<file path="src/rtl/tsel_pkg.sv">
package tsel_pkg;

    // Controller states: wait for a request, or resolve one pick.
    typedef enum logic [0:0] {
        ST_IDLE = 1'b0,
        ST_PICK = 1'b1
    } sel_state_e;

    function automatic int unsigned wider_of(input int unsigned a, input int unsigned b);
        return (a > b) ? a : b;
    endfunction

endpackage

</file>
<file path="src/rtl/tsel_slot.sv">
module tsel_slot #(
    parameter int unsigned SPRIO_W = 4,
    parameter int unsigned DPRIO_W = 4
) (
    input  logic               clk,
    input  logic               rst_n,
    input  logic               ld_hit,
    input  logic [SPRIO_W-1:0] ld_prio,
    input  logic               set_hit,
    input  logic               clr_hit,
    input  logic               age_tick,
    input  logic               grant_hit,
    output logic               rdy,
    output logic [SPRIO_W-1:0] sprio,
    output logic [DPRIO_W-1:0] dprio
);

    localparam logic [DPRIO_W-1:0] DMAX = '1;

    logic               rdy_q;
    logic [SPRIO_W-1:0] sprio_q;
    logic [DPRIO_W-1:0] dprio_q;

    always_ff @(posedge clk) begin
        if (!rst_n) begin
            rdy_q   <= 1'b0;
            sprio_q <= '0;
            dprio_q <= '0;
        end else if (ld_hit) begin
            // creation overrides any other event on this slot
            rdy_q   <= 1'b0;
            sprio_q <= ld_prio;
            dprio_q <= '0;
        end else begin
            if (clr_hit) begin
                rdy_q <= 1'b0;
            end else if (set_hit) begin
                rdy_q <= 1'b1;
            end
            if (grant_hit) begin
                dprio_q <= '0;
            end else if (age_tick && rdy_q && (dprio_q != DMAX)) begin
                dprio_q <= dprio_q + 1'b1;
            end
        end
    end

    assign rdy   = rdy_q;
    assign sprio = sprio_q;
    assign dprio = dprio_q;

    // static part changes only through a load
    a_r2_static_hold: assert property (@(posedge clk) disable iff (!rst_n)
        !ld_hit |=> $stable(sprio_q));

    // a load writes static, clears dynamic and readiness
    a_r2_load_effect: assert property (@(posedge clk) disable iff (!rst_n)
        ld_hit |=> (dprio_q == '0) && !rdy_q && (sprio_q == $past(ld_prio)));

    // the granted slot restarts aging from zero
    a_r8_grant_clear: assert property (@(posedge clk) disable iff (!rst_n)
        (grant_hit && !ld_hit) |=> (dprio_q == '0));

    // a waiting ready slot moves up by exactly one per tick
    a_r9_age_step: assert property (@(posedge clk) disable iff (!rst_n)
        (age_tick && rdy_q && !ld_hit && !grant_hit && (dprio_q != DMAX))
        |=> (dprio_q == $past(dprio_q) + 1'b1));

    // slots that are not ready keep their dynamic part
    a_r9_idle_no_age: assert property (@(posedge clk) disable iff (!rst_n)
        (!rdy_q && !ld_hit) |=> $stable(dprio_q));

    // a not-ready slot is never granted
    a_r9_no_grant_idle: assert property (@(posedge clk) disable iff (!rst_n)
        grant_hit |-> rdy_q);

    // the counter stays at its top value under aging
    a_r10_saturate: assert property (@(posedge clk) disable iff (!rst_n)
        ((dprio_q == DMAX) && !ld_hit && !grant_hit) |=> (dprio_q == DMAX));

endmodule

</file>
<file path="src/rtl/tsel_argmax.sv">
module tsel_argmax #(
    parameter int unsigned NUM_TASKS = 8,
    parameter int unsigned EFF_W     = 5,
    parameter int unsigned IDX_W     = 3
) (
    input  logic [NUM_TASKS-1:0] rdy_vec,
    input  logic [EFF_W-1:0]     eff [NUM_TASKS],
    output logic                 win_valid,
    output logic [IDX_W-1:0]     win_idx
);

    logic [EFF_W-1:0] best;

    // Linear scan: strict greater-than keeps the lowest index on ties.
    always_comb begin
        win_valid = 1'b0;
        win_idx   = '0;
        best      = '0;
        for (int i = 0; i < int'(NUM_TASKS); i++) begin
            if (rdy_vec[i] && (!win_valid || (eff[i] > best))) begin
                win_valid = 1'b1;
                win_idx   = IDX_W'(i);
                best      = eff[i];
            end
        end
    end

endmodule

</file>
<file path="src/rtl/aging_task_selector.sv">
module aging_task_selector #(
    parameter int unsigned NUM_TASKS = 8,
    parameter int unsigned SPRIO_W   = 4,
    parameter int unsigned DPRIO_W   = 4,
    localparam int unsigned IDX_W    = (NUM_TASKS > 1) ? $clog2(NUM_TASKS) : 1
) (
    input  logic               clk,
    input  logic               rst_n,
    input  logic               load_en,
    input  logic [IDX_W-1:0]   load_idx,
    input  logic [SPRIO_W-1:0] load_prio,
    input  logic               rdy_set_en,
    input  logic [IDX_W-1:0]   rdy_set_idx,
    input  logic               rdy_clr_en,
    input  logic [IDX_W-1:0]   rdy_clr_idx,
    input  logic               age_tick,
    input  logic               sel_req,
    output logic               grant_valid,
    output logic [IDX_W-1:0]   grant_idx
);

    import tsel_pkg::*;

    localparam int unsigned EFF_W = wider_of(SPRIO_W, DPRIO_W) + 1;

    sel_state_e state_q, state_d;

    logic [NUM_TASKS-1:0] rdy_vec;
    logic [SPRIO_W-1:0]   sprio [NUM_TASKS];
    logic [DPRIO_W-1:0]   dprio [NUM_TASKS];
    logic [EFF_W-1:0]     eff   [NUM_TASKS];
    logic                 win_valid;
    logic [IDX_W-1:0]     win_idx;
    logic                 picking;
    logic                 grant_valid_q;
    logic [IDX_W-1:0]     grant_idx_q;

    assign picking = (state_q == ST_PICK);

    // One slot per task
    for (genvar i = 0; i < NUM_TASKS; i++) begin : g_slot
        logic ld_hit, set_hit, clr_hit, grant_hit;

        assign ld_hit    = load_en    && (load_idx    == IDX_W'(i));
        assign set_hit   = rdy_set_en && (rdy_set_idx == IDX_W'(i));
        assign clr_hit   = rdy_clr_en && (rdy_clr_idx == IDX_W'(i));
        assign grant_hit = picking && win_valid && (win_idx == IDX_W'(i));

        tsel_slot #(
            .SPRIO_W (SPRIO_W),
            .DPRIO_W (DPRIO_W)
        ) u_slot (
            .clk       (clk),
            .rst_n     (rst_n),
            .ld_hit    (ld_hit),
            .ld_prio   (load_prio),
            .set_hit   (set_hit),
            .clr_hit   (clr_hit),
            .age_tick  (age_tick),
            .grant_hit (grant_hit),
            .rdy       (rdy_vec[i]),
            .sprio     (sprio[i]),
            .dprio     (dprio[i])
        );

        assign eff[i] = EFF_W'(sprio[i]) + EFF_W'(dprio[i]);
    end

    tsel_argmax #(
        .NUM_TASKS (NUM_TASKS),
        .EFF_W     (EFF_W),
        .IDX_W     (IDX_W)
    ) u_argmax (
        .rdy_vec   (rdy_vec),
        .eff       (eff),
        .win_valid (win_valid),
        .win_idx   (win_idx)
    );

    // Next-state logic: T_START on a request, T_DONE after one pick cycle
    always_comb begin
        state_d = state_q;
        unique case (state_q)
            ST_IDLE: if (sel_req) state_d = ST_PICK;
            ST_PICK: state_d = ST_IDLE;
        endcase
    end

    // State register
    always_ff @(posedge clk) begin
        if (!rst_n) begin
            state_q <= ST_IDLE;
        end else begin
            state_q <= state_d;
        end
    end

    // Output register: loaded only when leaving ST_PICK
    always_ff @(posedge clk) begin
        if (!rst_n) begin
            grant_valid_q <= 1'b0;
            grant_idx_q   <= '0;
        end else if (picking) begin
            grant_valid_q <= win_valid;
            grant_idx_q   <= win_valid ? win_idx : '0;
        end
    end

    assign grant_valid = grant_valid_q;
    assign grant_idx   = grant_idx_q;

    // a request in idle starts a pick
    a_r4_start: assert property (@(posedge clk) disable iff (!rst_n)
        ((state_q == ST_IDLE) && sel_req) |=> (state_q == ST_PICK));

    // the pick state lasts exactly one cycle
    a_r4_pick_once: assert property (@(posedge clk) disable iff (!rst_n)
        (state_q == ST_PICK) |=> (state_q == ST_IDLE));

    // grant outputs hold outside a pick
    a_r4_hold: assert property (@(posedge clk) disable iff (!rst_n)
        (state_q == ST_IDLE) |=> ($stable(grant_valid) && $stable(grant_idx)));

    // no ready slot means no valid grant
    a_r7_none_ready: assert property (@(posedge clk) disable iff (!rst_n)
        ((state_q == ST_PICK) && (rdy_vec == '0)) |=> (!grant_valid && (grant_idx == '0)));

    // a valid winner is a ready slot
    a_r5_winner_ready: assert property (@(posedge clk) disable iff (!rst_n)
        ((state_q == ST_PICK) && win_valid) |-> rdy_vec[win_idx]);

endmodule

</file>
<file path="config.mk">
export PLATFORM = sky130hd
export DESIGN_NAME = aging_task_selector
export DESIGN_NICKNAME = d
export VERILOG_FILES = /design/src/rtl/tsel_pkg.sv /design/src/rtl/tsel_slot.sv /design/src/rtl/tsel_argmax.sv /design/src/rtl/aging_task_selector.sv
export SDC_FILE = /design/constraint.sdc
export NUM_CORES = 1
export LEC_CHECK = 0
export ABC_AREA = 0
export ABC_CLOCK_PERIOD_IN_PS = 29200
export BUFFER_PORTS_ARGS = -buffer_cell sky130_fd_sc_hd__buf_4
export CAP_MARGIN = 30
export CORE_ASPECT_RATIO = 0.7
export CORE_MARGIN = 3
export CORE_UTILIZATION = 68
export CTS_CLUSTER_SIZE = 14
export DETAILED_ROUTE_END_ITERATION = 7
export MAX_ROUTING_LAYER = met4
export PLACE_DENSITY_LB_ADDON = 0.2
export SYNTH_ARGS = -nofsm -noshare
export SYNTH_HDL_FRONTEND = slang
export SYNTH_SLANG_ARGS = --single-unit
export TNS_END_PERCENT = 30
</file>
<file path="constraint.sdc">
create_clock -name clk -period 29.2 [get_ports clk]
set_input_delay 5.84 -clock clk [delete_from_list [all_inputs] [get_ports clk]]
set_output_delay 5.84 -clock clk [all_outputs]
set_load 0.01 [all_outputs]
</file>
==> flow_summary.toml, run 1 <==
[timing]
setup_viol = 0
skew_ps = 9.57
tightest_slew_ps = 947
fin_crit_sh_pct = 45.3
report.final.slew_viol_count = 0
period_minus_slack_ps = 13230
slew_headroom_pct = 36.7
rsz0062_at_grt = "false"
clock.fmax_ghz = 0.0756
fin_setup_tns_ps = 0
hold_violations = 0

[cts]
cts-resized-gates = 0
tritoncts = "yes"
clockBufferDepth = 2
cts_hold_buf = 0
cts_buffers = 9
htree_levels = 3
insertion_delay_ps = 340
cts_sinks = 77
cts_setup_buffers = 0
clk_pin_slew_ps = 60
clock_tree.root_cell = "clkbuf_16"

[critical_path]
path_max_fanout = 9
path_class = "register to register"
crit_start = "g_slot[0].u_slot.dprio[0]"
cp-end-kind = "register"
crit_arrival_ps = 13420
r2r_setup_slack_ps = 15970
startpoint_type = "register"
rr_worst_depth = 53
r2r_end = "g_slot[2].u_slot.dprio[3]"
worstPathRequired_ps = 29390
r2r-start = "g_slot[0].u_slot.dprio[0]"
cpMostUsedCell = "ha_1"
critPathSlowestCell = "o21ai_1"
worstSetupEndpoint = "g_slot[2].u_slot.dprio[3]"
crit_path_max_incr_delay_ps = 580

[logic_synthesis]
ys_types = 55
yosys_warnings = 0
synthMuxAreaShare_pct = 10.3
syn_nets = 736
syn_inst = 633
ys_ff_latch = 77
yosys.area_share.simple_pct = 19.2
avgSynthCellArea_um2 = 8.85
yosys.area_share.adder_pct = 19.6
synth-xor-area-share_pct = 5.00
synth_compound_area_share_pct = 15.5
synth_top_family_by_area = "adder cells"
ys_seq_area_share_pct = 27.5
synth_area_um2 = 5600
async_reset_ff_share_pct = 0
ys.flop_type = "dfxtp_1"
synth_edf_count = 0

[pwr]
power_frac_comb_pct = 14.4
leakage_uw = 0.00304
internal_power_uw = 179
pwr-share-clk_pct = 41.4
sw_frac_of_total_pct = 27.4
pwr_density_cell_nw_per_um2 = 40.4
p_sw_uw = 67.6
vdd_drop_max_v = 0.0000438
pwr-share-seq_pct = 44.2

[drt]
routed_via_density = 6.38
wl_um = 14500
drtIter0Drc = 348
first_pass_iters = 5
wl_per_cell_um = 19.2
ant_nets = 0
vias = 4824
drc = 0

[final_layout]
nNetsFinal = 753
syn_to_final_growth_pct = 9.05
drive_gt1_share_pct = 7.94
instances_no_fill = 756
fill_cells = 562
utilization_pct = 76.9
final_cell_area_um2 = 6110
n_antenna_cell = 0

[floorplanning]
ios = 24
row_count = 27
core_um2 = 7940
die_height_um = 81.9
die_w_um = 114
start_util_pct = 70.5
die-area_um2 = 9380

[flow_run]
maxCapViolations = 0

[placement]
place_area_um2 = 5840
dp_hpwl_um = 11200
dpl.cell_count = 740
place_congestion = 0.952
io_buffers = 23

[global_route]
grt_use_total_pct = 32.6
grt_max_degree = 36
antenna_found_initial = 0
grt_pass1_wl_um = 22900
grt.overflow.total = 0
grt_pass1_vias = 4516

[run_status]
status = "complete, no violations"

[worst_hold_path]
hold_path.class = "register to register"
hold_start = "grant_valid"
==> metrics by stage <==
step	hold slack, ps	total power (uW)	setup WS (ps)
after CTS	476	246	16270
after floorplan	465	135	18100
after detailed placement	466	146	16320
after global routing	516	255	15030
after global placement	462	145	16690
final	477	247	15970
==> worst max-delay path, delay by kind of cell, from the launching register on <==
| kind | cells | cell delay (ps) |
|---|---|---|
| simple gates | 16 | 3100 |
| flops | 1 | 350 |
| fa+ha+maj | 9 | 2740 |
| compound gates | 26 | 6300 |
| buf+inv | 1 | 90 |
| mux | 1 | 470 |
==> cell type report <==
class                      count  area [um2]  share of cell area (%)
multi-input combinational    514        3900                    63.9
sequential                    77        1540                    25.2
clock buffer                  11         233                    3.81
timing repair buffer          24         180                    2.95
tap                          101         126                    2.07
inverter                      24        90.1                    1.48
clock inverter                 5        36.3                   0.594
==> worst min-delay path by stage <==
stage / depth (start not counted) / to / slack, ps
floorplan: 2 / g_slot[4].u_slot.sprio[0] / 460
global placement: 2 / grant_valid / 460
detailed placement: 2 / grant_valid / 470
CTS: 2 / grant_valid / 480
global route: 2 / grant_valid / 520
finish: 2 / grant_valid / 480
==> registers in the layout, summed over array words and instances (netlist names) <==
name,flops
g_slot.u_slot.sprio,32
g_slot.u_slot.dprio,32
g_slot.u_slot.rdy,8
grant_valid,1
grant_idx,3
picking,1
==> Yosys cell counts (5+ instances only) <==
cell / number / share of area (%)
dfxtp_1: 77 / 28
ha_1: 75 / 17
nor2_1: 74 / 5.0
mux2i_1: 53 / 9.5
nor3_1: 34 / 3.0
nand3_1: 32 / 2.9
a21o_1: 28 / 3.8
a21oi_1: 27 / 2.4
nand2_1: 25 / 1.7
inv_1: 23 / 1.5
nand2b_1: 16 / 1.8
o21ai_0: 16 / 1.4
xnor2_1: 16 / 2.5
xor2_1: 16 / 2.5
clkbuf_1: 15 / 1.0
nor2b_1: 10 / 1.1
a31oi_1: 9 / 1.0
fa_1: 8 / 2.9
and3_1: 7 / 0.78
nor3b_1: 7 / 0.94
a22o_1: 5 / 0.78
o21a_1: 5 / 0.67
==> placed cells by master (no fill, tap or decap), drive strengths merged, types with 3 or more instances in the layout <==
cell type	n
a21oi	29
nand4	4
a211oi	3
dfxtp	77
fa	8
nor2	74
inv	24
nand4b	3
nor3b	7
o21a	5
xor2	16
nand3	32
o21ai	19
nand2	25
mux2	4
xnor2	16
and3	7
a21o	28
a22o	5
clkinv	5
ha	75
mux2i	53
nor2b	10
clkbuf	11
a31oi	9
a32oi	3
buf	24
nand2b	16
o211ai	3
nor3	35
==> cells by family after synthesis <==
kind of cell    after synthesis
simple gates                220
xor+xnor                     32
mux                          57
buf+inv                      42
flops                        77
fa+ha+maj                    83
compound gates              122
==> power groups by stage <==
stage               clock, uW  combinational (uW)  sequential [uW]
detailed placement          0                34.3              111
global route              107                38.9              109
finish                    102                35.5              109
global placement            0                33.5              111
CTS                       103                34.6              109
floorplan                   0                24.8              110
==> per-layer routing <==
layer,vias up,wire (um),track usage (%)
met4,0,182,7.83
met1,2293,6840,45.5
met5,-,0,-
met2,195,6170,48.2
li1,2326,-,-
met3,10,1320,7.00
Note: power is estimated with default switching activity, not from simulation.
==> run 2, diff against run 1 <==
- ABC_CLOCK_PERIOD_IN_PS: 29200 -> 13100
- CORE_UTILIZATION: 68 -> 63
- clock period: 29.2 -> 13.1 ns (I/O delays scaled with it)
==> run 2 against run 1 <==
Effect of this change: wire length grew 7.2%; critical path depth is the same; core utilization shrank 3.5 points; via count grew 4.5%; die area grew 7.4%; hold slack gained 17 ps; non-clock buffer count grew 2; first-iteration DRC count grew 53%; global-route usage shrank 0.28 points; combinational power grew 140%; design area grew 2.7%; sequential share of layout area shrank 0.67 points; critical path type unchanged.
==> flow_summary.toml, run 2 (synthesis results as in run 1) <==
[placement]
io_buffers = 23
place_congestion = 1.04
dp_worst_setup_slack_ps = 13.8
dpl.cell_count = 760
dp_hpwl_um = 11800

[final_layout]
nNetsFinal = 755
utilization_pct = 73.4
syn_to_final_growth_pct = 12.0
n_antenna_cell = 0
mostFrequentLayoutCells = "dfxtp_1, ha_1, nor2_1"
instances_no_fill = 777
fill_cells = 666
drive_gt1_share_pct = 10.0
final_common_cell = "dfxtp_1"

[drt]
first_pass_iters = 5
drc = 0
wl_per_cell_um = 20.0
drtIter0Drc = 534
vias = 5042
wl_um = 15600
routed_via_density = 6.49
ant_nets = 0

[timing]
skew_ps = 8.58
timing.hold.ws_ps = 494
slew_headroom_pct = 20.6
period_minus_slack_ps = 12530
fin_crit_sh_pct = 95.7
tightest_slew_ps = 1190
finalWorstSetupSlack_ps = 568
clock.fmax_ghz = 0.0798
setup_viol = 0
hold_violations = 0
report.final.slew_viol_count = 0

[floorplanning]
die_w_um = 119
core_um2 = 8550
die-area_um2 = 10100
ios = 24
die_height_um = 84.9
row_count = 28
start_util_pct = 65.5

[cts]
insertion_delay_ps = 340
clk_pin_slew_ps = 60
cts_sinks = 77
htree_levels = 3
cts_buffers = 9
tritoncts = "yes"
clock_tree.root_cell = "clkbuf_16"
clockBufferDepth = 2
cts_hold_buf = 0

[critical_path]
cp-end-kind = "register"
r2r-start = "g_slot[0].u_slot.dprio[1]"
crit_path_max_incr_delay_ps = 450
critPathSlowestCell = "dfxtp_1"
cpMostUsedCell = "ha_1"
crit_arrival_ps = 12750
path_class = "register to register"
worstPathRequired_ps = 13320
r2r_setup_slack_ps = 570
path_max_fanout = 9
startpoint_type = "register"
crit_start = "g_slot[0].u_slot.dprio[1]"

[worst_hold_path]
hold_start = "grant_valid"
hold_path.class = "register to register"

[pwr]
leakage_uw = 0.00308
pwr_density_cell_nw_per_um2 = 93.2
vdd_drop_max_v = 0.0000846

[global_route]
antenna_found_initial = 0
grt_max_degree = 33
grt.overflow.total = 0
grt_pass1_wl_um = 25100
grt_pass1_vias = 4862
grt_use_total_pct = 32.3

[flow_run]
maxCapViolations = 0

[run_status]
status = "complete, no violations"
-- run 2: area by class of cell --
| type | instances | area (um2) | share of cell area, % |
|---|---|---|---|
| clock buffers | 10 | 239 | 3.81 |
| clock inverters | 6 | 68.8 | 1.10 |
| multi-input cells | 514 | 3990 | 63.6 |
| repair buffers | 26 | 193 | 3.07 |
| flip-flops and latches | 77 | 1540 | 24.6 |
| well taps | 120 | 150 | 2.39 |
| inverters | 24 | 90.1 | 1.44 |
-- run 2: worst paths after layout --
check,end,depth (start not counted)
hold reg to reg,grant_valid,2
setup / recovery,g_slot[1].u_slot.dprio[1],53
hold / removal,grant_valid,2
setup reg to reg,g_slot[1].u_slot.dprio[1],53
-- run 2: stage by stage --
| step | power (uW) | TNS (ps) | cell area (um2) |
|---|---|---|---|
| final | 585 | 0 | 6270 |
| after global routing | 606 | -504 | 6270 |
| after CTS | 581 | 0 | 6180 |
| after detailed placement | 327 | 0 | 5870 |
| after global placement | 322 | 0 | 5860 |
| after floorplan | 301 | 0 | 5600 |
-- run 2: repair_timing --
item | CTS | global route
setup endpoints to repair | 4 | 35
pin swaps | 0 | 3
buffers inserted | 0 | 1
gates resized for setup | 1 | 19
-- run 2: layer usage --
layer | share of wire [%] | global-route usage, % | wire length [um]
met1 | 43 | 43.9 | 6770
met2 | 44 | 49.5 | 6860
met3 | 9.8 | 6.06 | 1530
met4 | 2.7 | 9.46 | 414
met5 | 0 | - | 0
-- run 2: critical path: cells and delay by family (launching register included) --
family / cells / cell delay (ps)
compound gates: 26 / 5880
flops: 1 / 450
mux: 2 / 720
fa+ha+maj: 8 / 2430
buf+inv: 3 / 420
simple gates: 14 / 2450
-- run 2: power breakdown --
part,switching [uW],leakage [uW],internal (uW)
Combinational,53.2,0.00231,33.3
Clock,101,0.000149,154
Sequential,5.20,0.000622,238
Total,159,0.00308,425
